<file path="config.mk">
export PLATFORM = sky130hd
export DESIGN_NAME = lcc_cell
export DESIGN_NICKNAME = d
export VERILOG_FILES = /design/src/rtl/lcc_pkg.sv /design/src/rtl/lcc_clk_edge.sv /design/src/rtl/lcc_reg_core.sv /design/src/rtl/lcc_out_mux.sv /design/src/rtl/lcc_cell.sv
export SDC_FILE = /design/constraint.sdc
export NUM_CORES = 1
export LEC_CHECK = 0
export BUFFER_PORTS_ARGS = -buffer_cell sky130_fd_sc_hd__buf_4
export CAP_MARGIN = 15
export CELL_PAD_IN_SITES_DETAIL_PLACEMENT = 0
export CELL_PAD_IN_SITES_GLOBAL_PLACEMENT = 1
export CORE_MARGIN = 3
export CORE_UTILIZATION = 26
export CTS_CLUSTER_DIAMETER = 120
export DETAILED_ROUTE_END_ITERATION = 7
export GPL_TIMING_DRIVEN = 0
export PLACE_DENSITY = 0.76
export SLEW_MARGIN = 30
export SYNTH_ARGS = -nofsm -noshare
export SYNTH_HDL_FRONTEND = slang
export SYNTH_SLANG_ARGS = --single-unit
</file>
<file path="constraint.sdc">
create_clock -name clk -period 4.7 [get_ports clk]
set_input_delay 0.47 -clock clk [delete_from_list [all_inputs] [get_ports clk]]
set_output_delay 0.47 -clock clk [all_outputs]
set_load 0.05 [all_outputs]
</file>
<file path="src/rtl/lcc_pkg.sv">
package lcc_pkg;

    typedef enum logic [1:0] {
        REG_D   = 2'd0,
        REG_T   = 2'd1,
        REG_JK  = 2'd2,
        REG_RSV = 2'd3
    } reg_kind_e;

    typedef enum logic [1:0] {
        B_PATH   = 2'd0,
        B_K      = 2'd1,
        B_PRESET = 2'd2,
        B_RSV    = 2'd3
    } b_role_e;

    typedef enum logic [1:0] {
        CK_GLOBAL = 2'd0,
        CK_SUMC   = 2'd1,
        CK_SUMD   = 2'd2,
        CK_NONE   = 2'd3
    } clk_src_e;

    typedef enum logic [1:0] {
        O_Q = 2'd0,
        O_A = 2'd1,
        O_B = 2'd2,
        O_C = 2'd3
    } out_src_e;

    localparam int SEL_W = 2;

    typedef struct packed {
        logic a;
        logic b;
        logic c;
        logic d;
    } sums_t;

    typedef struct packed {
        logic sync_rst;
        logic sync_pre;
        logic async_rst;
        logic async_pre;
    } ctrl_t;

    function automatic logic next_state(reg_kind_e kind, logic q, logic j, logic k);
        logic nq;
        case (kind)
            REG_T:   nq = q ^ j;
            REG_JK: begin
                case ({j, k})
                    2'b11:   nq = ~q;
                    2'b10:   nq = 1'b1;
                    2'b01:   nq = 1'b0;
                    default: nq = q;
                endcase
            end
            default: nq = j;
        endcase
        return nq;
    endfunction

    function automatic reg_kind_e pick_kind(logic [1:0] cfg, logic dyn_en, logic load);
        reg_kind_e k;
        if (dyn_en) begin
            k = load ? REG_D : REG_T;
        end else begin
            k = reg_kind_e'(cfg);
        end
        return k;
    endfunction

endpackage

</file>
<file path="src/rtl/lcc_clk_edge.sv">
module lcc_clk_edge
    import lcc_pkg::*;
(
    input  logic     clk,
    input  logic     rst,
    input  clk_src_e src_sel,
    input  logic     glb_clk,
    input  logic     glb_clk_neg,
    input  logic     sum_c,
    input  logic     sum_d,
    output logic     edge_act
);

    logic src_now;
    logic src_prev;

    always_comb begin
        case (src_sel)
            CK_GLOBAL: src_now = glb_clk ^ glb_clk_neg;
            CK_SUMC:   src_now = sum_c;
            CK_SUMD:   src_now = sum_d;
            default:   src_now = 1'b0;
        endcase
    end

    // Reset to 1 so a source already high at reset release gives no edge.
    always_ff @(posedge clk) begin
        if (rst) begin
            src_prev <= 1'b1;
        end else begin
            src_prev <= src_now;
        end
    end

    assign edge_act = src_now & ~src_prev;

endmodule

</file>
<file path="src/rtl/lcc_reg_core.sv">
module lcc_reg_core
    import lcc_pkg::*;
(
    input  logic      clk,
    input  logic      rst,
    input  logic      edge_act,
    input  reg_kind_e kind,
    input  logic      j_in,
    input  logic      k_in,
    input  ctrl_t     ctrl,
    output logic      q_reg,
    output logic      q_vis
);

    logic q_next;

    always_comb begin
        q_next = next_state(kind, q_reg, j_in, k_in);
    end

    always_ff @(posedge clk) begin
        if (rst) begin
            q_reg <= 1'b0;
        end else if (ctrl.async_rst) begin
            q_reg <= 1'b0;
        end else if (ctrl.async_pre) begin
            q_reg <= 1'b1;
        end else if (edge_act) begin
            if (ctrl.sync_rst) begin
                q_reg <= 1'b0;
            end else if (ctrl.sync_pre) begin
                q_reg <= 1'b1;
            end else begin
                q_reg <= q_next;
            end
        end
    end

    // Sum-sourced reset/preset reach the visible state without a clock.
    always_comb begin
        if (ctrl.async_rst) begin
            q_vis = 1'b0;
        end else if (ctrl.async_pre) begin
            q_vis = 1'b1;
        end else begin
            q_vis = q_reg;
        end
    end

endmodule

</file>
<file path="src/rtl/lcc_out_mux.sv">
module lcc_out_mux
    import lcc_pkg::*;
#(
    parameter int NUM_OUT = 2
) (
    input  logic [SEL_W*NUM_OUT-1:0] sel_flat,
    input  logic                     q_vis,
    input  sums_t                    sums,
    output logic [NUM_OUT-1:0]       outs
);

    for (genvar i = 0; i < NUM_OUT; i++) begin : g_out
        out_src_e sel;
        assign sel = out_src_e'(sel_flat[SEL_W*i +: SEL_W]);
        always_comb begin
            case (sel)
                O_A:     outs[i] = sums.a;
                O_B:     outs[i] = sums.b;
                O_C:     outs[i] = sums.c;
                default: outs[i] = q_vis;
            endcase
        end
    end

endmodule

</file>
<file path="src/rtl/lcc_cell.sv">
module lcc_cell
    import lcc_pkg::*;
#(
    parameter int NUM_OUT = 2
) (
    input  logic                     clk,
    input  logic                     rst,
    input  logic                     sum_a,
    input  logic                     sum_b,
    input  logic                     sum_c,
    input  logic                     sum_d,
    input  logic                     glb_clk,
    input  logic                     glb_clk_neg,
    input  logic                     glb_rst,
    input  logic                     glb_pre,
    input  logic                     glb_load,
    input  logic [1:0]               cfg_kind,
    input  logic                     cfg_dyn_en,
    input  logic [1:0]               cfg_b_role,
    input  logic                     cfg_c_role,
    input  logic                     cfg_d_role,
    input  logic [1:0]               cfg_clk_src,
    input  logic [SEL_W*NUM_OUT-1:0] cfg_out_sel,
    output logic [NUM_OUT-1:0]       cell_out,
    output logic                     oe_o,
    output logic                     fb_o
);

    sums_t     sums;
    ctrl_t     ctrl;
    reg_kind_e kind_eff;
    b_role_e   b_role;
    logic      k_in;
    logic      edge_act;
    logic      q_reg;
    logic      q_vis;

    assign sums   = '{a: sum_a, b: sum_b, c: sum_c, d: sum_d};
    assign b_role = b_role_e'(cfg_b_role);

    always_comb begin
        kind_eff       = pick_kind(cfg_kind, cfg_dyn_en, glb_load);
        k_in           = (b_role == B_K) ? sums.b : 1'b0;
        ctrl.sync_rst  = glb_rst;
        ctrl.sync_pre  = glb_pre;
        ctrl.async_rst = cfg_c_role & sums.c;
        ctrl.async_pre = (b_role == B_PRESET) & sums.b;
    end

    lcc_clk_edge i_clk_edge (
        .clk         (clk),
        .rst         (rst),
        .src_sel     (clk_src_e'(cfg_clk_src)),
        .glb_clk     (glb_clk),
        .glb_clk_neg (glb_clk_neg),
        .sum_c       (sums.c),
        .sum_d       (sums.d),
        .edge_act    (edge_act)
    );

    lcc_reg_core i_reg_core (
        .clk      (clk),
        .rst      (rst),
        .edge_act (edge_act),
        .kind     (kind_eff),
        .j_in     (sums.a),
        .k_in     (k_in),
        .ctrl     (ctrl),
        .q_reg    (q_reg),
        .q_vis    (q_vis)
    );

    lcc_out_mux #(.NUM_OUT(NUM_OUT)) i_out_mux (
        .sel_flat (cfg_out_sel),
        .q_vis    (q_vis),
        .sums     (sums),
        .outs     (cell_out)
    );

    assign oe_o = cfg_d_role ? sums.d : 1'b1;
    assign fb_o = cfg_d_role ? 1'b0 : sums.d;

endmodule

</file>
* After elaboration in Yosys (flattened, before gate mapping)
Index checks and enable logic that the tools add are counted.
** Word-level totals
- RAM bits :: 0
- Logic and storage cells :: 45
- Bits of input ports :: 24
- Output and inout bits :: 4
- Memories kept :: 0
- Bits in latches :: 0
- Register bits after elaboration :: 2
- ROM bits :: 0
** Operators by class
- Equality and inequality tests :: 16
- Shift-type cells :: 0
- Reductions and logical operators :: 4
- $mul :: 0
- Divide/modulo/power cells :: 0
- Add/sub/neg operators :: 0
- $lt $le $gt $ge :: 0
- Multiplexer cells :: 16
- Bitwise gates (word level) :: 7
** Operators with widths (number)
- equality test 2 bit, second input constant :: 9
- equality test 2 x 1 -> 1 bit, second input constant :: 6
- case mux 1 bit (3 select lines) :: 4
- two-way mux 1 bit :: 10
- inequality test 7 x 4 -> 1 bit, second input constant :: 1
- AND 1 bit :: 3
- logical NOT 2 bit :: 1
- two-way mux 2 bit :: 1
- NOT 1 bit :: 2
- case mux 1 bit (2 select lines) :: 1
- AND reduction 2 bit :: 1
- nonzero test 2 bit :: 1
- OR reduction 2 bit :: 1
- bitwise XOR 1 bit :: 2

* Depth between registers and ports, before layout
Gate-level depths: netlist of run 1.
- Word-level depth :: 9
- Depth in mapped cells :: 9

* By module
A second synthesis of run 1 with hierarchy kept.
** Second synthesis, totals
- Cells, all modules :: 44
- Area, all modules :: 364.1 µm²
** By module, submodules not included
- lcc_reg_core :: cells each 25, seq. area each 20.0 µm², area each 188.9 µm², instances 1
- lcc_clk_edge :: cells each 8, seq. area each 20.0 µm², area each 75.1 µm², instances 1
- lcc_cell :: cells each 9, seq. area each 0.0 µm², area each 55.1 µm², instances 1
- lcc_out_mux :: cells each 2, seq. area each 0.0 µm², area each 45.0 µm², instances 1

* Least setup slack after synthesis of run 1
OpenSTA, ideal clock, no wires.
- Path type :: input port to output port
- Start :: input port cfg_b_role[0]
- End :: output port cell_out[0]
- Data arrival time :: 1.398 ns
- Required time :: 4.230 ns
- Path slack :: 2.832 ns
- Cell stages on the path :: 4
- Buffers on the path :: 0
- Cell sequence :: inv_1 > nand3_1 > a22oi_1 > mux4_1
** On the way
- Cells in the longest elaborated chain, start to end :: 5
** Ends and longest elaborated chain
- from (decl) :: line lcc_cell.sv:19 : input logic [1:0] cfg_b_role,
- equality test 2 bit :: line lcc_cell.sv:47 : ctrl.async_pre = (b_role == B_PRESET) & sums.b;
- AND 1 bit :: line lcc_cell.sv:47
- two-way mux 1 bit :: line lcc_reg_core.sv:43 : end else if (ctrl.async_pre) begin
- two-way mux 1 bit :: line lcc_reg_core.sv:41 : if (ctrl.async_rst) begin
- case mux 1 bit (3 select lines) :: line lcc_out_mux.sv:16 : case (sel)
- to (decl) :: line lcc_cell.sv:24 : output logic [NUM_OUT-1:0] cell_out,
Every way passes these cells.

* Worst setup path in the final report of run 1
- Start :: input port cfg_b_role[1]
- End :: output port cell_out[1]
The elaborated chain is that of the path after synthesis.

==> key figures, run 1 <==
Cells and area
  • Layout area overhead: 67.4%
  • Core Util, Final: 50.2%
  • Ratio of cells with drive above 1 in the final layout: 44.6%
  • Final #Nets: 105
  • Antenna Cells: 0

Synth
  • FF+latch count, synth: 2
  • Synth top area cells: ha_1, mux4_1, dfxtp_1, inv_1, a21oi_1
  • Mapped Nets: 73
  • Async set or reset register ratio after synthesis: 0%
  • Top-count cell post-synth: inv_1
  • Synth top cells by count: inv_1, ha_1, a21oi_1, nor2_1, o21ai_0
  • Register area share after synthesis: 11.1%
  • Synth top area share: 17.4%
  • Synthesized area: 360 µm²
  • Adder-cell area share of the yosys netlist: 17.4%
  • Multiplexer share of the synthesized area: 18.8%
  • Main combinational cell family by area after synthesis: simple AND/OR/NAND/NOR gates
  • Synth Area in Compound Gates: 20.1%
  • Primary FF master, synth: dfxtp_1
  • Simple-gate share of the synthesized area: 22.9%
  • Syn_area_per_cell: 8.19 µm²
  • Cell variety after synth: 22
  • Xor/xnor cell area share of the yosys netlist: 2.43%
  • Number of synthesized flops with an enable pin: 0
  • Cell taking the most area after synthesis: ha_1
  • Gate Count Post-Synth: 44
  • Ys Warns: 0

Die
  • Rows: 12
  • Die Wd: 43.2 µm
  • Core Region: 1200 µm²
  • Die Height: 43.2 µm
  • Die area: 1870 µm²
  • Initial Util: 30.0%
  • Boundary Pins: 28

Setup path
  • WP depth: 5
  • Cell Chain, Critical Path: buf_4 -> nand3_1 -> a22oi_1 -> mux4_1 -> buf_4
  • Most frequent cell on the critical path: buf_4
  • Worst Path Arrival: 1.52 ns
  • Reg-to-reg startpoint: i_reg_core.q_reg
  • Crit-path leading delay family: multiplexers
  • Slowest-stage cell, CP: mux4_1
  • CP bufs+invs: 2
  • Largest stage delay, worst path: 0.51 ns
  • R2R cell count: 5
  • CP startpoint kind: primary input
  • WP data required: 4.23 ns
  • Critical path type: primary input to output port
  • Crit. End Element: output port
  • Largest fanout on the critical path: 2
  • R2R Setup Slk: 3.51 ns
  • Worst reg2reg endpoint: i_reg_core.q_reg

Routing
  • Post-DR wirelength/cell: 11.2 µm
  • Pre-antenna DRT Iters: 4
  • Vias: 416
  • DR DRC count: 0
  • Final ANT Viol Nets: 0
  • Initial drt markers: 3
  • Via/cell ratio: 4.73
  • WL final: 987 µm

CTS
  • Reg clk slew, reported paths: 0.03 ns
  • Clk root buf: clkbuf_4
  • CTS Buf Count: 3
  • Setup bufs post-CTS: 0
  • Num Clock Sinks: 2
  • Post-CTS Resized: 0
  • H-Tree Depth: 1
  • Clk buf depth: 2
  • Worst-skew pair later-pin latency: 0.22 ns
  • Hold buffers post-CTS: 0
  • CTS tree: done

STA
  • Worst slew pin tran: 0.259 ns
  • Max Clk Rate: 503 MHz
  • Clock Skews: 0.00380 ns
  • Final worst-path cycle share: 42.3%
  • Final setup TNS: 0 ns
  • Slew Viols, Final: 0
  • Endpoints failing hold: 0
  • RSZ-0062 raised after global routing: false
  • Tmin final: 1.99 ns
  • Final setup vio count: 0
  • Slew HR: 82.6%

Hold path
  • Hold Path Sink: i_reg_core.q_reg
  • Hold depth: 2
  • Worst hold start: rst
  • Hold Crit Class: primary input to flop

Power and ir drop
  • Leakage: 0.309 nW
  • VDD IR max: 0.000124 V
  • Pwr dens: 181 nW/µm²

Global route
  • Total grt overflow: 0
  • Vias in the first global route: 384
  • Pin count of the biggest net entering global routing: 9
  • Antenna violations before repair: 0
  • GRT Resource Usage Total: 10.5%
  • First-pass GRT wire length: 1450 µm

Place
  • Routability cong.: 0.713
  • Port Buffer Count: 27
  • HPWL after detailed placement: 824 µm

Run status
  • Status: completed

Job
  • Maxcap violations: 0
-- layer usage --
| layer | GRT usage, % | share of wire (%) |
|---|---|---|
| met2 | 18.9 | 54 |
| met5 | 0 | 0 |
| met1 | 10.4 | 41 |
| met4 | 5.42 | 0 |
| met3 | 3.81 | 4.7 |
-- cell type report --
class / count / area, µm²
fill: 122 / 598
multi-input combinational: 35 / 294
timing repair buffer: 27 / 203
sequential: 2 / 40.0
inverter: 7 / 26.3
clock buffer: 3 / 22.5
tap: 14 / 17.5
-- kinds of logic (layout without fill, tap and decap cells) --
family,after synthesis,count (layout)
buffers and inverters,7,37
flip-flops,2,2
AO/OA/AOI/OAI,11,11
AND/OR/NAND/NOR,15,15
adder cells (fa/ha/maj),5,5
multiplexers,3,3
XOR/XNOR,1,1
-- metrics by stage --
stage	hold WS (ns)	area [µm²]	total power, W	setup slack [ns]	std cells
finish	0.420	603	0.000109	2.71	88
global route	0.409	603	0.000119	2.66	88
CTS	0.412	603	0.000112	2.70	88
detailed placement	0.624	581	0.0000726	2.61	85
global placement	0.620	581	0.0000723	2.63	85
floorplan	0.536	360	0.0000474	2.83	44
-- power breakdown --
group / internal, W / switching, W
clock network: 0.0000281 / 0.00000917
registers: 0.0000184 / 0.000000522
logic: 0.0000274 / 0.0000258
-- worst max-delay path by stage --
stage | from | to | slack, ns
2_1_floorplan | cfg_b_role[0] | cell_out[0] | 2.83
3_3_place_gp | sum_b | i_reg_core.q_reg | 2.63
4_1_cts | cfg_b_role[1] | cell_out[1] | 2.70
6_report | cfg_b_role[1] | cell_out[1] | 2.71
3_5_place_dp | sum_b | i_reg_core.q_reg | 2.61
5_1_grt | cfg_b_role[0] | cell_out[1] | 2.66
-- layout by cell type (no fill, tap or decap), types with 2 or more instances in the layout --
cell type	count
a21oi_1	3
buf_4	27
clkbuf_4	3
dfxtp_1	2
ha_1	5
inv_1	7
mux4_1	2
nand2_1	2
nand2b_1	2
nand3b_1	2
nor2_1	3
nor2b_1	2
o21ai_0	3
(Power assumes the default switching activity.)
==> inputs of run 2 (changes only) <==
CORE_UTILIZATION = 22   (was 26)
PLACE_DENSITY = 0.68   (was 0.76)
clock period = 1.6 ns   (was 4.7 ns; I/O delays follow)
==> run 2 against run 1 <==
  * Worst setup slack lost 2.6 ns
  * Combinational power grew to 3.0 times the previous value
  * Via count shrank 1.4%
  * Non-clock buffer count is the same
  * Worst hold slack lost 0.32 ns
  * Die area grew 16%
  * First-iteration DRC count shrank 67%
  * Critical path depth shrank 1
  * Clock skew shrank 0.0035 ns
  * Sequential share of layout area shrank 0.16 points
==> key figures, run 2 (same netlist as run 1, synthesis figures left out) <==
Run status
  • Status: completed

Power and ir drop
  • VDD IR max: 0.000327 V (+160%)
  • Leakage: 0.312 nW (+0.96%)
  • Pwr dens: 538 nW/µm² (+200%)

STA
  • Endpoints failing hold: 0 (unchanged)
  • Slew HR: 84.7% (+2.1 points)
  • Clock Skews: 0.000269 ns (-0.00353 ns)
  • Hold Slack: 0.102 ns (-0.318 ns)
  • Tmin final: 1.53 ns
  • Final setup vio count: 0 (unchanged)
  • Max Clk Rate: 655 MHz
  • Slew Viols, Final: 0 (unchanged)
  • Worst slew pin tran: 0.228 ns (-0.0312 ns)
  • Final worst-path cycle share: 95.4%

Routing
  • Final ANT Viol Nets: 0 (unchanged)
  • Initial drt markers: 1 (-2)
  • Vias: 410 (-1.4%)
  • Pre-antenna DRT Iters: 2 (-2)
  • WL final: 941 µm (-4.7%)
  • DR DRC count: 0 (unchanged)
  • Post-DR wirelength/cell: 10.6 µm (-5.7%)
  • Via/cell ratio: 4.61 (-2.5%)

Place
  • Placed cells: 86 (+1.2%)
  • Port Buffer Count: 27 (unchanged)
  • Routability cong.: 0.654 (-8.2%)
  • HPWL after detailed placement: 803 µm (-2.6%)

Job
  • Maxcap violations: 0 (unchanged)

Global route
  • Total grt overflow: 0 (unchanged)
  • GRT Resource Usage Total: 9.64% (-0.90 points)
  • Pin count of the biggest net entering global routing: 9 (unchanged)
  • First-pass GRT wire length: 1460 µm (+0.90%)
  • Vias in the first global route: 398 (+3.6%)
  • Antenna violations before repair: 0 (unchanged)

Setup path
  • Crit path capture: cell_out[1]
  • Critical path type: flop to output port
  • WP data required: 1.44 ns (-2.79 ns)
  • R2R Setup Slk: 0.39 ns (-3.12 ns)
  • Reg-to-reg startpoint: i_reg_core.q_reg
  • R2R cell count: 5 (unchanged)
  • Crit. End Element: output port
  • Worst Path Arrival: 1.37 ns (-0.15 ns)
  • Worst reg2reg endpoint: i_reg_core.q_reg
  • CP startpoint kind: flop
  • Largest fanout on the critical path: 3 (+1)
  • Crit path from: i_reg_core.q_reg

CTS
  • Setup bufs post-CTS: 0 (unchanged)
  • Worst-skew pair later-pin latency: 0.23 ns (about the same)
  • Hold buffers post-CTS: 0 (unchanged)
  • H-Tree Depth: 1 (unchanged)
  • CTS Buf Count: 3 (unchanged)
  • CTS tree: done
  • Post-CTS Resized: 0 (unchanged)
  • Reg clk slew, reported paths: 0.03 ns (about the same)
  • Clk root buf: clkbuf_4
  • Num Clock Sinks: 2 (unchanged)
  • Clk buf depth: 2 (unchanged)

Cells and area
  • Layout area overhead: 71.5%
  • Antenna Cells: 0 (unchanged)
  • Post-route insts no fill: 89 (+1.1%)
  • Most frequent cells in the layout: buf_4, inv_1, ha_1
  • Final #Nets: 105 (unchanged)
  • Most common cell after layout, fill and taps aside: buf_4
  • Ratio of cells with drive above 1 in the final layout: 45.9% (+1.4 points)

Hold path
  • Hold Crit Class: primary input to flop

Die
  • Initial Util: 25.5% (-4.5 points)
  • Die Wd: 46.5 µm (+7.5%)
  • Boundary Pins: 28 (unchanged)
  • Rows: 13 (+1)
  • Die Height: 46.5 µm (+7.5%)
  • Core Region: 1420 µm² (+18%)
  • Die area: 2160 µm² (+16%)
-- run 2: cell counts in the layout (fill, tap and decap cells not counted) --
No cell type changed its count.
-- run 2: metal layers --
| metal | global-route usage (%) | vias to the layer above | share of wire [%] |
|---|---|---|---|
| met4 | 5.11 | 0 | 0 |
| met1 | 10.6 | 175 | 42 |
| met3 | 3.91 | 0 | 9.2 |
| li1 | - | 220 | - |
| met5 | 0 | - | 0 |
| met2 | 15.7 | 15 | 49 |
-- run 2: worst min-delay path by stage --
stage / from / endpoint / cells past startpoint
6_report: rst / i_reg_core.q_reg / 2
5_1_grt: rst / i_reg_core.q_reg / 2
4_1_cts: rst / i_reg_core.q_reg / 2
3_5_place_dp: rst / i_reg_core.q_reg / 2
3_3_place_gp: rst / i_reg_core.q_reg / 2
2_1_floorplan: rst / i_reg_core.q_reg / 1
-- run 2: power by group --
| part | switching [W] | internal (W) |
|---|---|---|
| Clock | 0.0000319 | 0.0000831 |
| Sequential | 0.00000152 | 0.0000539 |
| Combinational | 0.0000773 | 0.0000849 |
-- run 2: critical path, stage by stage (launching register included) --
cell,delay (ns)
dfxtp_1,0.31
inv_1,0.07
a22oi_1,0.07
mux4_1,0.51
buf_6,0.17
-- run 2: layout make-up --
class	instances	area [µm²]
well taps	15	18.8
inverters	7	26.3
multi-input cells	35	300
repair buffers	27	210
clock buffers	3	22.5
fillers	146	797
flip-flops and latches	2	40.0
-- run 2: through the flow --
stage | cell area (µm²) | setup slack, ns | total power [W] | TNS [ns] | utilization, %
after floorplan | 360 | 0.106 | 0.000139 | 0 | -
after global routing | 618 | -0.0267 | 0.000359 | -0.0315 | 43.7
after detailed placement | 582 | -0.163 | 0.000213 | -0.163 | 41.1
final | 618 | 0.0743 | 0.000333 | 0 | 43.7
after CTS | 604 | 0.0488 | 0.000334 | 0 | 42.7
after global placement | 582 | -0.203 | 0.000213 | -0.203 | 41.1
==> inputs of run 3 (changes only) <==
SYNTH_HIERARCHICAL = 1   (was not set)
==> run 3 against run 2 <==
  * Critical path type unchanged
  * Power is 0.71% lower
  * First-iteration DRC count stayed put
  * Critical path depth stayed put
  * Critical endpoint is now cell_out[0]
  * Flip-flop and latch count stayed put
  * Core utilization is 3.2 points lower
  * Non-clock buffer count stayed put
  * Global-route usage hardly changed
==> key figures, run 3 <==
STA
  • Clock Skews: 0.00185 ns (+0.00158 ns)
  • Slew HR: 87.1% (+2.4 points)
  • Slew Viols, Final: 0 (unchanged)
  • Final setup TNS: 0 ns (unchanged)
  • Max Clk Rate: 658 MHz (+0.44%)
  • Endpoints failing hold: 0 (unchanged)
  • Final setup vio count: 0 (unchanged)
  • Tmin final: 1.52 ns (-0.00665 ns)
  • Worst setup margin: 0.0809 ns (+0.00665 ns)
  • Final worst-path cycle share: 94.9% (-0.42 points)
  • RSZ-0062 raised after global routing: false
  • Worst slew pin tran: 0.188 ns (-0.0402 ns)

Die
  • Die Wd: 46.7 µm (+0.45%)
  • Initial Util: 23.9% (-1.6 points)
  • Die Height: 46.7 µm (+0.45%)
  • Die area: 2180 µm² (+0.91%)
  • Rows: 14 (+1)
  • Core Region: 1520 µm² (+7.7%)
  • Boundary Pins: 28 (unchanged)

Global route
  • Pin count of the biggest net entering global routing: 7 (-2)
  • GRT Resource Usage Total: 9.61% (-0.038 points)
  • First-pass GRT wire length: 1510 µm (+3.4%)
  • Total grt overflow: 0 (unchanged)
  • Vias in the first global route: 390 (-2.0%)
  • Antenna violations before repair: 0 (unchanged)

CTS
  • CTS tree: done
  • Worst-skew pair later-pin latency: 0.23 ns (about the same)
  • Clk root buf: clkbuf_4
  • Clk buf depth: 2 (unchanged)
  • Num Clock Sinks: 2 (unchanged)
  • CTS Buf Count: 3 (unchanged)
  • Reg clk slew, reported paths: 0.03 ns (about the same)
  • Setup bufs post-CTS: 0 (unchanged)
  • H-Tree Depth: 1 (unchanged)

Synth
  • Synth top area cells: ha_1, mux4_2, dfxtp_1, inv_1, nand3b_1
  • Synthesized area: 364 µm² (+1.0%)
  • Number of synthesized flops with an enable pin: 0 (unchanged)
  • Async set or reset register ratio after synthesis: 0% (unchanged)
  • Mapped Nets: 72 (-1.4%)
  • Cell variety after synth: 23 (+4.5%)
  • Syn_area_per_cell: 8.27 µm² (+1.0%)
  • Gate Count Post-Synth: 44 (unchanged)
  • Primary FF master, synth: dfxtp_1
  • Synth top area share: 13.7% (-3.6 points)
  • Top-count cell post-synth: inv_1
  • Synth top cells by count: inv_1, ha_1
  • Register area share after synthesis: 11.0% (-0.11 points)
  • Ys Warns: 6 (+6)
  • FF+latch count, synth: 2 (unchanged)
  • Cell taking the most area after synthesis: ha_1

Setup path
  • Cell Chain, Critical Path: nor2_1 -> nor2_1 -> mux4_2 -> buf_6
  • Largest fanout on the critical path: 4 (+1)
  • Slowest-stage cell, CP: mux4_2
  • CP bufs+invs: 1 (-1)
  • CP startpoint kind: flop
  • Crit. End Element: output port
  • Worst Path Arrival: 1.36 ns (about the same)
  • Most frequent cell on the critical path: nor2_1
  • Crit-path leading delay family: multiplexers
  • Largest stage delay, worst path: 0.47 ns (-0.04 ns)
  • WP data required: 1.44 ns (about the same)
  • Critical path type: flop to output port

Job
  • Maxcap violations: 0 (unchanged)

Routing
  • Post-DR wirelength/cell: 11.3 µm (+7.3%)
  • DR DRC count: 0 (unchanged)
  • Initial drt markers: 1 (unchanged)
  • Final ANT Viol Nets: 0 (unchanged)
  • Vias: 417 (+1.7%)
  • Pre-antenna DRT Iters: 4 (+2)
  • Via/cell ratio: 4.63 (+0.58%)
  • WL final: 1020 µm (+8.5%)

Cells and area
  • Most frequent cells in the layout: buf_4, inv_1, ha_1
  • Combined area of the multi-input logic cells: 298 µm² (-0.83%)
  • Final #Nets: 104 (-0.95%)
  • Fill count: 164 (+12%)
  • Most common cell after layout, fill and taps aside: buf_4
  • Layout area overhead: 69.4%
  • Antenna Cells: 0 (unchanged)
  • Register area: 40.0 µm² (unchanged)
  • Ratio of cells with drive above 1 in the final layout: 48.6% (+2.7 points)

Place
  • Routability cong.: 0.709 (+8.3%)
  • Port Buffer Count: 27 (unchanged)
  • Placement Setup Slack: 0.0824 ns (+0.245 ns)
  • HPWL after detailed placement: 817 µm (+1.8%)

Power and ir drop
  • Pwr dens: 535 nW/µm² (-0.51%)
  • VDD IR max: 0.000151 V (-54%)
  • Leakage: 0.314 nW (+0.34%)

Run status
  • Status: completed

Hold path
  • Hold Crit Class: primary input to flop
run 3: cell types whose count changed after synthesis, moves of 2 or more:
cell and delta:
mux4_2 +2, mux4_1 -2, o21ai_0 -3, a21oi_1 -2
run 3: metrics by stage:
stage	power, W	hold WS, ns	util [%]	instances	area [µm²]
2_1_floorplan	0.000139	0.236	-	44	364
3_3_place_gp	0.000210	0.339	38.5	87	587
3_5_place_dp	0.000210	0.341	38.5	87	587
4_1_cts	0.000334	0.0949	40.0	90	609
5_1_grt	0.000355	0.101	40.5	90	617
6_report	0.000330	0.106	40.5	90	617
run 3: final cells by class:
| type | count | share of cell area [%] |
|---|---|---|
| Inverter | 7 | 4.26 |
| Multi-Input combinational cell | 35 | 48.3 |
| Clock buffer | 3 | 3.65 |
| Timing Repair Buffer | 27 | 34.1 |
| Sequential cell | 2 | 6.49 |
| Tap cell | 16 | 3.25 |
run 3: logic make-up after synthesis:
| family | Yosys count | synth area share (%) |
|---|---|---|
| compound gates | 9 | 21.0 |
| xor+xnor | 1 | 2.41 |
| fa+ha+maj | 4 | 13.7 |
| buf+inv | 7 | 7.22 |
| flops | 2 | 11.0 |
| mux | 3 | 15.1 |
| simple gates | 18 | 29.6 |
run 3: what timing repair did:
| action | in CTS | in global routing |
|---|---|---|
| hold buffers | 0 | 0 |
| resized for setup | 0 | 2 |
| setup endpoints to repair | 0 | 2 |
run 3: layer usage:
metal  GRT usage [%]  vias up  part of all wire, %
li1                -      218                    -
met3            1.17        0                  7.0
met1            11.8      191                   39
met4            6.63        0                    0
met5               0        -                    0
met2            15.4        8                   54
run 3: report_power, final:
group / total, W / leakage, nW / switching [W] / internal (W)
clock: 0.000116 / 0.0138 / 0.0000329 / 0.0000832
combinational: 0.000158 / 0.283 / 0.0000753 / 0.0000826
sequential: 0.0000563 / 0.0166 / 0.00000244 / 0.0000538
total: 0.000330 / 0.314 / 0.000111 / 0.000220
run 3: final timing paths:
kind | endpoint | slack, ns | depth (start not counted) | from
worst max-delay path | cell_out[0] | 0.08 | 4 | i_reg_core/q_reg
worst min-delay path | i_reg_core/q_reg | 0.11 | 2 | rst
worst max register to register | i_reg_core/q_reg | 0.64 | 4 | i_clk_edge/src_prev
worst min register to register | i_reg_core/q_reg | 0.54 | 2 | i_reg_core/q_reg
run 3: worst reg2reg max path, cell delays in order (launching register included):
cell	delay [ns]
dfxtp_1	0.29
a21oi_2	0.13
and4b_1	0.20
o21ai_1	0.07
a311oi_2	0.18
